<file path="config.mk">
export PLATFORM = sky130hd
export DESIGN_NAME = xlat_cache
export DESIGN_NICKNAME = d
export VERILOG_FILES = /design/src/rtl/tlb_pkg.sv /design/src/rtl/tlb_tag_cmp.sv /design/src/rtl/tlb_lru_order.sv /design/src/rtl/tlb_slot_pick.sv /design/src/rtl/xlat_cache.sv
export SDC_FILE = /design/constraint.sdc
export NUM_CORES = 1
export LEC_CHECK = 0
export BUFFER_PORTS_ARGS = -buffer_cell sky130_fd_sc_hd__buf_2
export CAP_MARGIN = 30
export CORE_MARGIN = 3
export CORE_UTILIZATION = 47
export DETAILED_ROUTE_END_ITERATION = 10
export PLACE_DENSITY = 0.7
export SLEW_MARGIN = 10
export SYNTH_ARGS = -nofsm -noshare
export SYNTH_HDL_FRONTEND = slang
export SYNTH_SLANG_ARGS = --single-unit
</file>
<file path="constraint.sdc">
create_clock -name clk -period 8.65 [get_ports clk]
set_input_delay 0.4325 -clock clk [delete_from_list [all_inputs] [get_ports clk]]
set_output_delay 0.4325 -clock clk [all_outputs]
set_load 0.005 [all_outputs]
</file>
<file path="src/rtl/tlb_pkg.sv">
package tlb_pkg;

  typedef enum logic [1:0] {
    PG_4K  = 2'd0,
    PG_2M  = 2'd1,
    PG_4M  = 2'd2,
    PG_RSV = 2'd3
  } pg_size_e;

  localparam int ATTR_W      = 6;
  localparam int ATTR_WRITE  = 0;
  localparam int ATTR_USER   = 1;
  localparam int ATTR_NOEXEC = 2;
  localparam int ATTR_UNCACH = 3;
  localparam int ATTR_GLOBAL = 4;
  localparam int ATTR_PAT    = 5;

  // In-page offset mask for a size code; the reserved code behaves as 4 KB.
  function automatic logic [63:0] page_off_mask(pg_size_e s);
    case (s)
      PG_2M:   return 64'h0000_0000_001F_FFFF;
      PG_4M:   return 64'h0000_0000_003F_FFFF;
      default: return 64'h0000_0000_0000_0FFF;
    endcase
  endfunction

endpackage

</file>
<file path="src/rtl/tlb_tag_cmp.sv">
module tlb_tag_cmp
  import tlb_pkg::*;
#(
  parameter int ADDR_W = 32
) (
  input  logic              valid,
  input  logic [ADDR_W-1:0] vbase,
  input  pg_size_e          size,
  input  logic [ADDR_W-1:0] vaddr,
  output logic              hit
);
  logic [ADDR_W-1:0] off_m;
  assign off_m = ADDR_W'(page_off_mask(size));
  assign hit   = valid && ((vaddr & ~off_m) == vbase);
endmodule

</file>
<file path="src/rtl/tlb_lru_order.sv">
module tlb_lru_order #(
  parameter int ENTRIES = 8,
  parameter int IW      = 3
) (
  input  logic          clk,
  input  logic          rst_n,
  input  logic          touch_en,
  input  logic [IW-1:0] touch_idx,
  output logic [IW-1:0] victim_idx
);
  // rank 0 = most recent, ENTRIES-1 = oldest; ranks form a permutation.
  logic [IW-1:0] rank_q [ENTRIES];
  logic [IW-1:0] touched_rank;

  assign touched_rank = rank_q[touch_idx];

  for (genvar g = 0; g < ENTRIES; g++) begin : g_rank
    always_ff @(posedge clk) begin
      if (!rst_n) begin
        rank_q[g] <= IW'(g);
      end else if (touch_en) begin
        if (touch_idx == IW'(g))
          rank_q[g] <= '0;
        else if (rank_q[g] < touched_rank)
          rank_q[g] <= rank_q[g] + 1'b1;
      end
    end
  end

  always_comb begin
    victim_idx = '0;
    for (int i = 0; i < ENTRIES; i++)
      if (rank_q[i] == IW'(ENTRIES - 1)) victim_idx = IW'(i);
  end

  // a touched slot becomes the most recent one
  a_r7_touch_mru: assert property (@(posedge clk) disable iff (!rst_n)
    touch_en |=> rank_q[$past(touch_idx)] == '0);
endmodule

</file>
<file path="src/rtl/tlb_slot_pick.sv">
module tlb_slot_pick #(
  parameter int ENTRIES = 8,
  parameter int IW      = 3
) (
  input  logic [ENTRIES-1:0] valid,
  input  logic [IW-1:0]      victim_idx,
  output logic [IW-1:0]      slot,
  output logic               full
);
  logic [IW-1:0] free_idx;

  always_comb begin
    free_idx = '0;
    for (int i = ENTRIES - 1; i >= 0; i--)
      if (!valid[i]) free_idx = IW'(i);
  end

  assign full = &valid;
  assign slot = full ? victim_idx : free_idx;
endmodule

</file>
<file path="src/rtl/xlat_cache.sv">
module xlat_cache
  import tlb_pkg::*;
#(
  parameter int ADDR_W  = 32,
  parameter int ENTRIES = 8
) (
  input  logic              clk,
  input  logic              rst_n,
  input  logic              lk_req,
  input  logic [ADDR_W-1:0] lk_vaddr,
  output logic              lk_hit,
  output logic [ADDR_W-1:0] lk_paddr,
  output logic [5:0]        lk_attr,
  input  logic              ins_en,
  input  logic [ADDR_W-1:0] ins_vaddr,
  input  logic [ADDR_W-1:0] ins_paddr,
  input  logic [1:0]        ins_size,
  input  logic [5:0]        ins_attr,
  input  logic              flush_all,
  input  logic              flush_local
);
  localparam int IW = (ENTRIES > 1) ? $clog2(ENTRIES) : 1;

  function automatic logic [ADDR_W-1:0] off_of(pg_size_e s);
    return ADDR_W'(page_off_mask(s));
  endfunction

  logic [ENTRIES-1:0] valid_q;
  logic [ADDR_W-1:0]  vbase_q [ENTRIES];
  logic [ADDR_W-1:0]  pbase_q [ENTRIES];
  pg_size_e           size_q  [ENTRIES];
  logic [ATTR_W-1:0]  attr_q  [ENTRIES];

  logic [ENTRIES-1:0] match_vec;
  logic [ENTRIES-1:0] glob_vec;
  logic               hit_any;
  logic [IW-1:0]      hit_idx;
  logic [IW-1:0]      victim_idx;
  logic [IW-1:0]      ins_slot;
  logic               table_full;
  logic               flush_any;
  logic               ins_commit;
  logic               touch_en;
  logic [IW-1:0]      touch_idx;
  pg_size_e           ins_sz;
  logic [ADDR_W-1:0]  ins_off;

  // Per-slot comparators
  for (genvar g = 0; g < ENTRIES; g++) begin : g_slot
    tlb_tag_cmp #(.ADDR_W(ADDR_W)) u_cmp (
      .valid (valid_q[g]),
      .vbase (vbase_q[g]),
      .size  (size_q[g]),
      .vaddr (lk_vaddr),
      .hit   (match_vec[g])
    );
    assign glob_vec[g] = attr_q[g][ATTR_GLOBAL];
  end

  // Lowest-index match wins
  always_comb begin
    hit_any = 1'b0;
    hit_idx = '0;
    for (int i = ENTRIES - 1; i >= 0; i--)
      if (match_vec[i]) begin
        hit_any = 1'b1;
        hit_idx = IW'(i);
      end
  end

  assign lk_hit   = hit_any;
  assign lk_paddr = hit_any ? (pbase_q[hit_idx] | (lk_vaddr & off_of(size_q[hit_idx]))) : '0;
  assign lk_attr  = hit_any ? attr_q[hit_idx] : '0;

  // Control events
  assign flush_any  = flush_all | flush_local;
  assign ins_commit = ins_en & ~flush_any;
  assign touch_en   = ~flush_any & (ins_en | (lk_req & hit_any));
  assign touch_idx  = ins_en ? ins_slot : hit_idx;
  assign ins_sz     = pg_size_e'(ins_size);
  assign ins_off    = off_of(ins_sz);

  tlb_lru_order #(.ENTRIES(ENTRIES), .IW(IW)) u_lru (
    .clk        (clk),
    .rst_n      (rst_n),
    .touch_en   (touch_en),
    .touch_idx  (touch_idx),
    .victim_idx (victim_idx)
  );

  tlb_slot_pick #(.ENTRIES(ENTRIES), .IW(IW)) u_pick (
    .valid      (valid_q),
    .victim_idx (victim_idx),
    .slot       (ins_slot),
    .full       (table_full)
  );

  always_ff @(posedge clk) begin
    if (!rst_n)
      valid_q <= '0;
    else if (flush_all)
      valid_q <= '0;
    else if (flush_local)
      valid_q <= valid_q & glob_vec;
    else if (ins_en)
      valid_q[ins_slot] <= 1'b1;
  end

  always_ff @(posedge clk) begin
    if (ins_commit) begin
      vbase_q[ins_slot] <= ins_vaddr & ~ins_off;
      pbase_q[ins_slot] <= ins_paddr & ~ins_off;
      size_q[ins_slot]  <= ins_sz;
      attr_q[ins_slot]  <= ins_attr;
    end
  end

  // a full flush leaves nothing valid
  a_r8_flush_all_empty: assert property (@(posedge clk) disable iff (!rst_n)
    flush_all |=> valid_q == '0);

  // selective flush keeps exactly the global slots
  a_r9_keep_global: assert property (@(posedge clk) disable iff (!rst_n)
    (flush_local && !flush_all) |=> valid_q == ($past(valid_q) & $past(glob_vec)));

  // an insert beside a flush adds no valid slot
  a_r10_flush_wins: assert property (@(posedge clk) disable iff (!rst_n)
    (ins_en && flush_any) |=> $countones(valid_q) <= $countones($past(valid_q)));

  // with a free slot, an insert grows the valid count by one
  a_r6_fill_free: assert property (@(posedge clk) disable iff (!rst_n)
    (ins_commit && !table_full) |=> $countones(valid_q) == $countones($past(valid_q)) + 1);

  // once full, replacement keeps the table full
  a_r7_full_stays: assert property (@(posedge clk) disable iff (!rst_n)
    (ins_commit && table_full) |=> &valid_q);

  // a reported hit is backed by a valid slot
  a_r4_hit_valid: assert property (@(posedge clk) disable iff (!rst_n)
    lk_hit |-> (valid_q & match_vec) != '0);
endmodule

</file>
Word level (Yosys, flattened, before mapping):

Memories as Yosys holds them, arrays and structs flattened.
Cells that the tools add are included.

* register bits: 8
* memory bits (writable): 600
* input port bits: 110
* output and inout port bits: 39
* memories kept: 5

Memories
* pbase_q: depth 8, bits a word 32, read ports 1, clocked after Yosys merged registers in 0, write ports 1, RTL line xlat_cache.sv:30 `logic [ADDR_W-1:0] pbase_q [ENTRIES];`
* vbase_q: depth 8, bits a word 32, read ports 8, clocked after Yosys merged registers in 0, write ports 1, RTL line xlat_cache.sv:29 `logic [ADDR_W-1:0] vbase_q [ENTRIES];`
* attr_q: depth 8, bits a word 6, read ports 9, clocked after Yosys merged registers in 0, write ports 1, RTL line xlat_cache.sv:32 `logic [ATTR_W-1:0] attr_q [ENTRIES];`
* u_lru.rank_q: depth 8, bits a word 3, read ports 9, clocked after Yosys merged registers in 0, write ports 8, RTL line tlb_lru_order.sv:12 `logic [IW-1:0] rank_q [ENTRIES];`
* size_q: depth 8, bits a word 2, read ports 9, clocked after Yosys merged registers in 0, write ports 1, RTL line xlat_cache.sv:31 `pg_size_e size_q [ENTRIES];`

* $lt $le $gt $ge: 10
* bitwise gates (word level): 46
* reduce and logical (&&, ||, !) cells: 13
* multiplexer cells: 140
* equality and inequality tests: 42
* $add $sub $neg: 8

Operator list (number)
* $pmux W22 S2: 10
* $and A32 B32 Y32: 11
* $eq A32 B32 Y1: 8
* $not A22 Y32: 8
* $mux W3: 38
* $mux W1: 85
* $eq A3 B3 Y1 const B: 11
* $mux W32: 1
* $not A32 Y32: 1
* $or A32 B32 Y32: 1
* $add A3 B1 Y3 const B: 8
* $lt A3 B3 Y1: 8
* $eq A2 B1 Y1 const B: 10
* $eq A2 B2 Y1 const B: 10
* $or A1 B1 Y1: 18
* $mux W8: 2
* $logic_and A1 B1 Y1: 9
* $and A8 B8 Y8: 1
* $or A8 B8 Y8: 1
* $reduce_and A8 Y1: 1
* $eq A3 B2 Y1 const B: 2
* $mux W6: 1
* $lt A3 B4 Y1 const B: 1
* $mux W2: 2
* other kinds (8): 11

Longest topological paths before layout:

An unclocked memory read counts as a cell.

* word-level depth: 24
* depth in mapped cells: 21

Cells and area by module:

A second synthesis with hierarchy kept.

* cells, all modules: 1267
* area total of the unflattened synthesis: 19261.0 um2

By module, submodules not included
* xlat_cache: cells an instance 655, instances 1, sequential area each 11691.2 um2, area an instance 14104.8 um2
* tlb_lru_order: cells an instance 176, instances 1, sequential area each 720.7 um2, area an instance 1968.1 um2
* tlb_tag_cmp at g_slot[0].u_cmp ...: cells an instance 53, instances 5, sequential area each 0.0 um2, area an instance 385.4 um2
* tlb_tag_cmp at g_slot[5].u_cmp ...: cells an instance 52, instances 3, sequential area each 0.0 um2, area an instance 392.9 um2
* tlb_slot_pick: cells an instance 15, instances 1, sequential area each 0.0 um2, area an instance 82.6 um2

Least setup slack after synthesis:

Ideal clock, no wire load.

* path kind: reg2out
* start point: mem size_q[7][1] (netlist bit)
* end point: out lk_paddr[19]
* slack: 3913 ps
* required time: 8217 ps
* stages on the path, launching flop included: 20
* arrival: 4305 ps
* path buffers: 4
* cell sequence: edfxtp_1 ha_1 buf_2 a21boi_0 a2111oi_0 nand4_1 nor4_1 a21boi_0 o21bai_1 a21oi_1 o21ba_2 clkbuf_1 clkbuf_1 buf_2 mux2_2 o211ai_1 o21ai_0 ha_1 nand2b_1 a21boi_0

RTL lines
* from (decl): RTL line xlat_cache.sv:31
* to (decl): RTL line xlat_cache.sv:12 `output logic [ADDR_W-1:0] lk_paddr,`

==> metrics.md <==
| Metric | Value |
|---|---|
| Yosys top cell by area | edfxtp_1 |
| Synth top area cells | edfxtp_1, mux2i_1, xor2_1 |
| Mapped Cells | 1512 |
| Headroom to the max-slew limit | 39.2% |
| TritonCTS Buffers | 45 |
| # hold bufs at CTS | 0 |
| Crit path from | size_q[7][1] |
| Row cnt | 74 |
| Seq/Total Area, Yosys | 62.2% |
| Critical Path, Cell by Cell | ha_1 > a21boi_0 > a2111oi_0 > nand4_1 > nor4_1 > a21boi_0 > o21bai_1 > a21oi_1 > o21ba_4 > buf_4 > mux2i_1 > a21oi_1 > a21oi_1 > ha_1 > nand2b_1 > a21boi_0 > buf_2 |
| Mapped Avg Cell Area | 13.2 µm² |
| Final #Nets | 1764 |
| Fill count | 3372 |
| Commonest cells post-synth | edfxtp_1, mux2i_1, xor2_1 |
| Slowest stage delay, CP | 720 ps |
| Dpl hpwl | 32100 µm |
| PnR Total Power | 4.34 mW |
| WP data arrival | 6430 ps |
| Max Slew Vio Count | 0 |
| Initial Util | 48.2% |
| Post-Route WL | 49800 µm |
| Die area | 0.0450 mm² |
| Core area | 0.0414 mm² |
| Initial DRC count | 944 |
| Reg2reg end | u_lru.rank_q[7][2] |
| Routed Antenna Nets | 0 |
| Setup TNS Final | 0 ps |
| Startpoint Class | register |
| EDFF count, synth | 408 |
| Most numerous cell in the Yosys netlist | edfxtp_1 |
| Number of max-cap violations | 0 |
| Synth cell types | 79 |
| WL/cell | 22.7 µm |
| PwrDens | 193 mW/mm² |
| Max Clock Skew | 27.3 ps |
| Gpl congestion | 0.941 |
| Worst path slowest cell | o21ba_4 |
| Peak VDD IR | 0.176 mV |
| Syn nets | 1655 |
| Synth top area share | 61.4% |
| Final worst slack | 1790 ps |
| Ports | 149 |
| CP Data Required Time | 8220 ps |
| Hold WS | 127 ps |
| Worst R2R Start | size_q[2][1] |
| Longest Clk Path Bufs | 3 |
| Post-CTS setup buffers | 0 |
| R2r worst-path depth | 15 |
| Worst-path clk slew | 60 ps |
| Setup WS pre-CTS | 2420 ps |
| Area Overhead vs Synth | 12.8% |
| Port Buffers | 124 |
| Status | completed |
| Pin count of the biggest net entering global routing | 77 |
| RSZ-0062 raised after global routing | false |
| Clk Tree Root Cell | clkbuf_16 |
| Number of global-route vias before repair | 12400 |
| LEAKAGE | 7.54 nW |
| Initial antenna violation count | 7 |
| Clk Latency, worst-skew pair | 570 ps |
| Post-Syn Area | 0.0200 mm² |
| DR DRC count | 0 |
| Layout cells sized above 1 | 15.1% |
| Chip height | 212 µm |
| Synthesis warning total | 0 |
| First-pass GRT wire length | 73800 µm |
| Gr usage total | 21.9% |
| CTS tree | done |
| # resized after CTS | 0 |
| CP Capture Type | primary output |
| Setup CP Type | register to primary output |
| Post-synth top flop | edfxtp_1 |
| Overflow after GRT | 0 |
| Period utilization | 79.3% |
| Fin util | 54.4% |
| Synth async-reset ratio | 0% |
| Tmin final | 6860 ps |
| Vias per inst | 5.89 |
| Final setup fails | 0 |
| Seq cells post-synth | 416 |
| Min-Delay Path Class | primary input to register |
| # H-tree levels | 2 |
| CTS sink count | 416 |
| End of the critical path | lk_paddr[18] |
| Fmax | 0.146 GHz |
| Die X | 212 µm |
| Pre-antenna DRT Iters | 5 |
| R2R Setup Slk | 2850 ps |
| Hold Fails Final Rpt | 0 |
| Worst Max-Slew Pin Slew | 887 ps |
| Via count | 12900 |
| CP max FO | 48 |
==> layout make-up <==
type / count / area, µm² / area share [%]
Tap cell: 532 / 666 / 2.96
Inverter: 38 / 143 / 0.633
Clock inverter: 24 / 230 / 1.02
Sequential cell: 416 / 12400 / 55.1
Multi-Input combinational cell: 981 / 7120 / 31.6
Clock buffer: 57 / 1210 / 5.38
Timing Repair Buffer: 139 / 733 / 3.26
Antenna cell: 3 / 7.51 / 0.0333
==> report_power, final <==
part | switching [mW] | total (mW) | leakage, nW | internal [mW]
Clock | 0.764 | 1.87 | 0.706 | 1.11
Sequential | 0.00778 | 2.24 | 3.72 | 2.23
Combinational | 0.155 | 0.228 | 3.12 | 0.0725
Total | 0.927 | 4.34 | 7.54 | 3.41
==> cells in the final DEF (no fill, tap or decap), drive strengths merged, types with 23 or more instances in the layout <==
cell and n:
edfxtp 408, buf 139, mux2i 97, xor2 72
nor2 70, a21oi 65, nand2 58, nor2b 58
clkbuf 57, o21ai 53, a211oi 46, xnor2 40
inv 39, and2 39, nor4 34, ha 33
nand2b 30, nand3 28, a22o 23
==> cells by family after synthesis <==
| group | count (synthesis) | share of synthesized area [%] |
|---|---|---|
| xor+xnor | 112 | 4.91 |
| mux | 111 | 5.74 |
| fa+ha+maj | 33 | 2.07 |
| compound gates | 301 | 10.4 |
| flops | 416 | 62.2 |
| simple gates | 424 | 12.1 |
| buf+inv | 115 | 2.57 |
==> sequential cells by signal, indices dropped and copies added (netlist names) <==
signal        flops
u_lru.rank_q     24
pbase_q         160
valid_q           8
size_q           16
attr_q           48
vbase_q         160
==> how the worst min path moves through the flow <==
stage / from / end / slack (ps) / cells past startpoint
after floorplan: valid_q[7] / valid_q[7] / 470 / 2
final: ins_attr[4] / attr_q[2][4] / 130 / 1
after global placement: valid_q[4] / valid_q[4] / 500 / 2
after CTS: ins_attr[4] / attr_q[3][4] / 90 / 1
after global routing: ins_paddr[22] / pbase_q[1][22] / 120 / 1
after detailed placement: valid_q[4] / valid_q[4] / 510 / 2
==> stage by stage <==
stage	cell area, µm²	std cells
floorplan	20000	1512
global placement	21100	2106
detailed placement	21100	2106
CTS	22500	2187
global route	22500	2189
finish	22500	2190
==> routing by layer <==
layer  share of wire (%)  vias up  global-route usage [%]
met2                  45      473                    33.3
met3                 9.1      111                    6.36
met4                 3.9        8                    9.26
met5               0.090        -                       0
li1                    -     6007                       -
met1                  42     6308                    29.6
==> worst max-delay path: cells and delay by family (launching register included) <==
kind | cells | cell delay, ps
and+or+nand+nor | 3 | 710
adders and majority gates | 2 | 1010
DFF | 1 | 390
muxes | 1 | 270
buffers and inverters | 2 | 730
AOI/OAI and AO/OA | 9 | 2710
No activity file was read; power rests on OpenSTA's default activity.
